--- src/rtl/hz_pkg.sv ---
package hz_pkg;

  // Source choice for one execute-stage operand.
  typedef enum logic [1:0] {
    FWD_RF    = 2'b00,
    FWD_MEMWB = 2'b01,
    FWD_EXMEM = 2'b10
  } fwd_sel_e;

endpackage

--- src/rtl/hz_src_check.sv ---
// Hazard detection for one decode-stage source operand.
module hz_src_check #(
  parameter int unsigned REG_AW = 5
) (
  input  logic              fwd_en_i,
  input  logic [REG_AW-1:0] src_i,
  input  logic              use_i,
  input  logic [REG_AW-1:0] ex_dst_i,
  input  logic              ex_wen_i,
  input  logic              ex_load_i,
  input  logic [REG_AW-1:0] mem_dst_i,
  input  logic              mem_wen_i,
  output logic              hazard_o
);

  logic live_src;
  logic hit_ex;
  logic hit_mem;

  always_comb begin
    live_src = use_i && (src_i != '0);
    hit_ex   = live_src && ex_wen_i  && (ex_dst_i  == src_i);
    hit_mem  = live_src && mem_wen_i && (mem_dst_i == src_i);
    if (fwd_en_i) begin
      hazard_o = hit_ex && ex_load_i;
    end else begin
      hazard_o = hit_ex || hit_mem;
    end
  end

endmodule

--- src/rtl/hz_fwd_pick.sv ---
// Bypass source selection for one execute-stage operand.
module hz_fwd_pick
  import hz_pkg::*;
#(
  parameter int unsigned REG_AW = 5
) (
  input  logic              fwd_en_i,
  input  logic [REG_AW-1:0] src_i,
  input  logic [REG_AW-1:0] mem_dst_i,
  input  logic              mem_wen_i,
  input  logic [REG_AW-1:0] wb_dst_i,
  input  logic              wb_wen_i,
  output fwd_sel_e          sel_o
);

  always_comb begin
    sel_o = FWD_RF;
    if (fwd_en_i && (src_i != '0)) begin
      if (mem_wen_i && (mem_dst_i == src_i)) begin
        sel_o = FWD_EXMEM;
      end else if (wb_wen_i && (wb_dst_i == src_i)) begin
        sel_o = FWD_MEMWB;
      end
    end
  end

endmodule

--- src/rtl/hz_branch_gate.sv ---
// One-bubble branch interlock: remembers that the branch in decode has
// already paid its stall cycle.
module hz_branch_gate (
  input  logic clk_i,
  input  logic rst_ni,
  input  logic branch_i,
  input  logic data_hz_i,
  output logic br_hz_o
);

  logic paid_q;
  logic paid_d;

  always_comb begin
    br_hz_o = branch_i && !paid_q && !data_hz_i;
    paid_d  = paid_q;
    if (!(data_hz_i || br_hz_o)) begin
      paid_d = 1'b0;
    end else if (br_hz_o) begin
      paid_d = 1'b1;
    end
  end

  always_ff @(posedge clk_i or negedge rst_ni) begin
    if (!rst_ni) begin
      paid_q <= 1'b0;
    end else begin
      paid_q <= paid_d;
    end
  end

endmodule

--- src/rtl/hz_stall_ctrl.sv ---
module hz_stall_ctrl
  import hz_pkg::*;
#(
  parameter int unsigned REG_AW = 5
) (
  input  logic              clk_i,
  input  logic              rst_ni,
  input  logic              fwd_en_i,
  input  logic [REG_AW-1:0] id_src_a_i,
  input  logic [REG_AW-1:0] id_src_b_i,
  input  logic              id_use_a_i,
  input  logic              id_use_b_i,
  input  logic              id_branch_i,
  input  logic [REG_AW-1:0] ex_src_a_i,
  input  logic [REG_AW-1:0] ex_src_b_i,
  input  logic [REG_AW-1:0] ex_dst_i,
  input  logic              ex_wen_i,
  input  logic              ex_load_i,
  input  logic [REG_AW-1:0] mem_dst_i,
  input  logic              mem_wen_i,
  input  logic [REG_AW-1:0] wb_dst_i,
  input  logic              wb_wen_i,
  output logic              hold_o,
  output logic              bubble_o,
  output logic [1:0]        fwd_a_o,
  output logic [1:0]        fwd_b_o
);

  localparam int unsigned NSRC = 2;

  logic [REG_AW-1:0] id_src [NSRC];
  logic              id_use [NSRC];
  logic [REG_AW-1:0] ex_src [NSRC];
  fwd_sel_e          sel    [NSRC];
  logic [NSRC-1:0]   src_hz;
  logic              data_hz;
  logic              br_hz;

  assign id_src[0] = id_src_a_i;
  assign id_src[1] = id_src_b_i;
  assign id_use[0] = id_use_a_i;
  assign id_use[1] = id_use_b_i;
  assign ex_src[0] = ex_src_a_i;
  assign ex_src[1] = ex_src_b_i;

  for (genvar g = 0; g < NSRC; g++) begin : g_opnd
    hz_src_check #(.REG_AW(REG_AW)) u_check (
      .fwd_en_i  (fwd_en_i),
      .src_i     (id_src[g]),
      .use_i     (id_use[g]),
      .ex_dst_i  (ex_dst_i),
      .ex_wen_i  (ex_wen_i),
      .ex_load_i (ex_load_i),
      .mem_dst_i (mem_dst_i),
      .mem_wen_i (mem_wen_i),
      .hazard_o  (src_hz[g])
    );

    hz_fwd_pick #(.REG_AW(REG_AW)) u_pick (
      .fwd_en_i  (fwd_en_i),
      .src_i     (ex_src[g]),
      .mem_dst_i (mem_dst_i),
      .mem_wen_i (mem_wen_i),
      .wb_dst_i  (wb_dst_i),
      .wb_wen_i  (wb_wen_i),
      .sel_o     (sel[g])
    );
  end

  assign data_hz = |src_hz;

  hz_branch_gate u_branch (
    .clk_i     (clk_i),
    .rst_ni    (rst_ni),
    .branch_i  (id_branch_i),
    .data_hz_i (data_hz),
    .br_hz_o   (br_hz)
  );

  assign hold_o   = data_hz || br_hz;
  assign bubble_o = hold_o;
  assign fwd_a_o  = sel[0];
  assign fwd_b_o  = sel[1];

endmodule

--- config.mk ---
export PLATFORM = sky130hd
export DESIGN_NAME = hz_stall_ctrl
export DESIGN_NICKNAME = d
export VERILOG_FILES = /design/src/rtl/hz_pkg.sv /design/src/rtl/hz_src_check.sv /design/src/rtl/hz_fwd_pick.sv /design/src/rtl/hz_branch_gate.sv /design/src/rtl/hz_stall_ctrl.sv
export SDC_FILE = /design/constraint.sdc
export NUM_CORES = 1
export LEC_CHECK = 0
export BUFFER_PORTS_ARGS = -buffer_cell sky130_fd_sc_hd__buf_2
export CAP_MARGIN = 20
export CORE_MARGIN = 1.5
export CORE_UTILIZATION = 35
export CTS_BUF_LIST = sky130_fd_sc_hd__clkbuf_4 sky130_fd_sc_hd__clkbuf_8
export DETAILED_ROUTE_END_ITERATION = 8
export PLACE_DENSITY = 0.73
export SLEW_MARGIN = 20
export SYNTH_ARGS = -nofsm -noshare
export SYNTH_HDL_FRONTEND = slang
export SYNTH_SLANG_ARGS = --single-unit
--- constraint.sdc ---
create_clock -name clk_i -period 2.5 [get_ports clk_i]
set_input_delay 0.5 -clock clk_i [delete_from_list [all_inputs] [get_ports clk_i]]
set_output_delay 0.5 -clock clk_i [all_outputs]
set_load 0.01 [all_outputs]
; ---- Word-level counts from Yosys, hierarchy flattened
; Index checks and enable logic that the tools add are counted.
[op_classes]
n_reduce_logical = 30
n_eq_ne = 9
mux = 10
[ops]
columns = cell, count
row1 = $eq 5x5->1, 8
row2 = $logic_and 1x1->1, 20
row3 = $reduce_bool 5->1, 4
row4 = $mux 2, 4
row5 = $mux 1, 6
row6 = $logic_or 1x1->1, 3
row7 = $logic_not 1->1, 2
row8 = $ne 2x1->1 const B, 1
row9 = $reduce_or 2->1, 1
[word_totals]
output_inout_bits = 6
input_bits = 45
reg_bits = 1
word_cells = 50

; ---- Longest topological paths before layout
[logic_depth]
depth_word = 11
mapped_depth = 6
mapped_depth_nobuf = 5

; ---- Hierarchy
; From an unflattened synthesis, not the netlist that was laid out.
[unflattened]
hier_cells = 78
hier_area_um2 = 643.1
[modules_own_cells]
columns = module, instances, seq_area_each_um2, cells_per_inst, area_each_um2
row1 = hz_fwd_pick, 2, 0.0, 18, 152.6
row2 = hz_src_check, 2, 0.0, 18, 136.4
row3 = hz_branch_gate, 1, 25.0, 3, 45.0
row4 = hz_stall_ctrl, 1, 0.0, 3, 20.0

; ---- Worst setup path before layout
; OpenSTA, ideal clock, no wires.
[synth_timing]
path_kind = input to output
from = in id_src_b_i[0]
to = out hold_o
path_stages = 5
n_path_buf = 1
t_required_ps = 2000
t_arrival_ps = 1638
path_slack_ps = 362
path_cell_list = or4_1 o211ai_1 o22ai_1 nand2b_1 buf_4
[synth_between]
elab_chain_cells = 10
word_cells_on_any_way = 15
classes_between = 2 x eq/ne / 1 x mux / 12 x reduce/logical
[synth_lines]
columns = item, line_no
row1 = from (decl), hz_stall_ctrl.sv:10  ; input logic [REG_AW-1:0] id_src_b_i,
row2 = $reduce_bool 5->1, hz_src_check.sv:21  ; live_src = use_i && (src_i != '0);
row3 = $logic_and 1x1->1, hz_src_check.sv:21
row4 = $logic_and 1x1->1 (on tied branches) (2 in a row), "hz_src_check.sv:22, hz_src_check.sv:23"
row5 = $logic_or 1x1->1 or $logic_and 1x1->1 (tied branches), "hz_src_check.sv:27, hz_src_check.sv:25"
row6 = $mux 1 *, hz_src_check.sv:24  ; if (fwd_en_i) begin
row7 = $reduce_or 2->1 *, hz_stall_ctrl.sv:70  ; assign data_hz = |src_hz;
row8 = $logic_not 1->1, hz_branch_gate.sv:15  ; br_hz_o = branch_i && !paid_q && !data_hz_i;
row9 = $logic_and 1x1->1, hz_branch_gate.sv:15
row10 = $logic_or 1x1->1 *, hz_stall_ctrl.sv:80  ; assign hold_o = data_hz || br_hz;
row11 = to (decl), hz_stall_ctrl.sv:23  ; output logic hold_o,
; Every way passes the cells marked *; elsewhere a longest branch is shown, timed or not.

; ---- Worst setup path after layout
[layout_timing]
from = in id_src_a_i[0]
to = out bubble_o
[layout_between]
elab_chain_cells = 10
word_cells_on_any_way = 15
classes_between = 2 x eq/ne / 1 x mux / 12 x reduce/logical
[layout_lines]
columns = item, line_no
row1 = from (decl), hz_stall_ctrl.sv:9  ; input logic [REG_AW-1:0] id_src_a_i,
row2 = $reduce_bool 5->1, hz_src_check.sv:21
row3 = $logic_and 1x1->1, hz_src_check.sv:21
row4 = $logic_and 1x1->1 (on tied branches) (2 in a row), "hz_src_check.sv:22, hz_src_check.sv:23"
row5 = $logic_or 1x1->1 or $logic_and 1x1->1 (tied branches), "hz_src_check.sv:27, hz_src_check.sv:25"
row6 = $mux 1 *, hz_src_check.sv:24
row7 = $reduce_or 2->1 *, hz_stall_ctrl.sv:70
row8 = $logic_not 1->1, hz_branch_gate.sv:15
row9 = $logic_and 1x1->1, hz_branch_gate.sv:15
row10 = $logic_or 1x1->1 *, hz_stall_ctrl.sv:80
row11 = to (decl), hz_stall_ctrl.sv:24  ; output logic bubble_o,
; Marked as above.

==> summary.md <==
| Metric | Value |
|---|---|
| Outcome | `complete, no violations` |
| PortBufs | `50` |
| Ys flop type | `dfrtp_1` |
| Post-CTS setup buffer count | `0` |
| RSZ-0062 raised after global routing | `no` |
| Total GRT Usage | `17.5%` |
| Yosys warns | `0` |
| DP Area | `861 sq um` |
| Die H | `44.3 um` |
| Layout fillers | `161` |
| Crit path kind | `input port to primary output` |
| Critical path arrival | `1.75 ns` |
| Largest net degree at the start of global routing | `5` |
| CP max FO | `3` |
| Number of global-route vias before repair | `642` |
| Synth async-reset ratio | `100%` |
| Post-route cell area | `861 sq um` |
| Worst-path clk slew | `0 ns` |
| Fmax | `444 MHz` |
| Synth area leaders | `xor2_1 (50%), xnor2_1 (8.8%), nor4_1 (8.4%)` |
| Combinational power share | `87.7%` |
| Req. time, crit path | `2.00 ns` |
| Die W | `44.3 um` |
| DRT iter0 DRCs | `19` |
| First-pass GRT wire length | `2.73 mm` |
| Synth top area share | `49.8%` |
| Hold Buf Count CTS | `0` |
| CTS resizes | `0` |
| Syn Area/Cell | `7.77 sq um` |
| EDFF count, synth | `0` |
| Via count | `719` |
| Final setup vio count | `0` |
| Worst Setup Start Kind | `input port` |
| Synth top cells by count | `xor2_1 (34), nor4_1 (8), xnor2_1 (6)` |
| Power Density | `172 mW/mm^2` |
| Inserted Diodes | `0` |
| Remaining routing DRC violations | `0` |
| Later-pin clock latency in the skew report | `0 ns` |
| Internal | `0.0000821 W` |
| Worst-Margin Slew | `0.329 ns` |
| # rows | `14` |
| Final hold vios | `0` |
| Share of the yosys chip area belonging to registers | `4.18%` |
| WL final | `1.67 mm` |
| Final ANT Viol Nets | `0` |
| Initial antenna violation count | `0` |
| RD Place Congestion | `0.820` |
| Switch share | `44.6%` |
| Lkg Pwr | `0.416 nW` |
| Cell variety after synth | `17` |
| GRT overflow | `0` |
| Worst VDD drop | `0.0702 mV` |
| Final min period | `2.25 ns` |
| Most frequent cell after synthesis | `xor2_1` |
| Period Utilization, post-route | `90.1%` |
| Max FFs per register | `1` |
| Hold WC Path Type | `input port to asynchronous set/reset pin` |
| Final Non-Filler Cells | `142` |
| Clock skew | `0 ns` |
| Seq cells post-synth | `1` |
| Rel. slew slack | `77.9%` |
| NetSw | `0.0000660 W` |
| Maxcap violations | `0` |
| Mapped Area | `598 sq um` |
| Setup TNS after final layout | `0 ns` |
| Detail Placement HPWL | `1.56 mm` |
| Area leader, netlist | `xor2_1` |
| Post-route total power | `0.000148 W` |
| Detailed Routing Iterations Pass 1 | `5` |
| Ratio of cells with drive above 1 in the final layout | `39.7%` |
| Syn_nets | `122` |
| Syn-to-layout area delta | `43.9%` |
| DIE AREA | `0.00197 sq mm` |
| Io pins | `51` |
| DR vias/cell | `5.06` |
| Sequential power share | `12.3%` |
| Most flop-heavy register | `u_branch.paid_q` |
| Core Area | `0.00156 sq mm` |
| Final slew viol count | `0` |
| Critical Path End Type | `primary output` |
| WL per Instance | `11.8 um` |
| Cell count after synthesis | `77` |
| Largest registers | `u_branch.paid_q: 1 flops` |
| Final nets | `173` |
| Starting Density | `38.4%` |
| Clock power frac | `0%` |
| Placed insts | `142` |
-- path summary, 6_finish.rpt --
check / from / endpoint / slack [ns] / depth (start not counted)
worst max-delay path: id_src_a_i[0] / bubble_o / 0.25 / 6
worst min-delay path: rst_ni / u_branch.paid_q / 0.27 / 1
worst max register to register: u_branch.paid_q / u_branch.paid_q / 1.84 / 3
worst min register to register: u_branch.paid_q / u_branch.paid_q / 0.52 / 2
max in group asynchronous: rst_ni / u_branch.paid_q / 2.14 / 1
min in group clk_i: u_branch.paid_q / u_branch.paid_q / 0.52 / 2
-- worst max-delay path, stage by stage --
cell      delay, ns
buf_2          0.12
or4_1          0.54
o211ai_1       0.17
o22ai_1        0.11
nand2b_1       0.16
buf_2          0.14
-- layout make-up --
class	count	area, sq um	share of cell area [%]
Inverter	1	3.75	0.436
Multi-Input combinational cell	74	562	65.3
Sequential cell	1	25.0	2.91
Tap cell	16	20.0	2.33
Timing Repair Buffer	50	250	29.1
-- placed cells by master, fill, tap and decap left out --
master,Yosys,final
inv_1,1,1
a32oi_1,2,2
o211ai_1,2,2
or4_1,4,4
o22ai_1,1,1
dfrtp_1,1,1
o21ai_0,2,2
xor2_1,34,34
buf_2,0,50
nand3_1,4,4
nor3b_1,2,2
mux2i_1,1,1
nor4_1,8,8
xnor2_1,6,6
nor2_1,4,4
nand2_1,1,1
nand2b_1,3,3
-- power by group through the flow --
stage / Combinational, W / Clock, W / Sequential [W]
after floorplan: 0.0000622 / 0 / 0.0000181
after CTS: 0.000130 / 0 / 0.0000183
after detailed placement: 0.000130 / 0 / 0.0000183
after global placement: 0.000127 / 0 / 0.0000182
after global routing: 0.000144 / 0 / 0.0000183
final: 0.000130 / 0 / 0.0000182
-- per-stage QoR --
stage,hold slack [ns],utilization [%],setup WS (ns)
global route,0.277,55.2,0.128
CTS,0.275,55.2,0.246
global placement,0.274,55.2,0.246
floorplan,0.204,-,0.362
detailed placement,0.275,55.2,0.250
finish,0.275,55.2,0.247
-- metal layers --
metal	track usage (%)	up-vias	routed length, um
met5	0	-	0
li1	-	374	-
met3	0	0	45
met1	25.2	330	758
met4	0	0	0
met2	31.2	15	869
-- cells by family after synthesis --
group	synth area share, %
xor gates and xnor gates	58.6
muxes	1.67
AOI/OAI and AO/OA	8.16
DFF	4.18
buffers and inverters	1.88
and+or+nand+nor	25.5
Note: power is estimated with default switching activity, not from simulation.
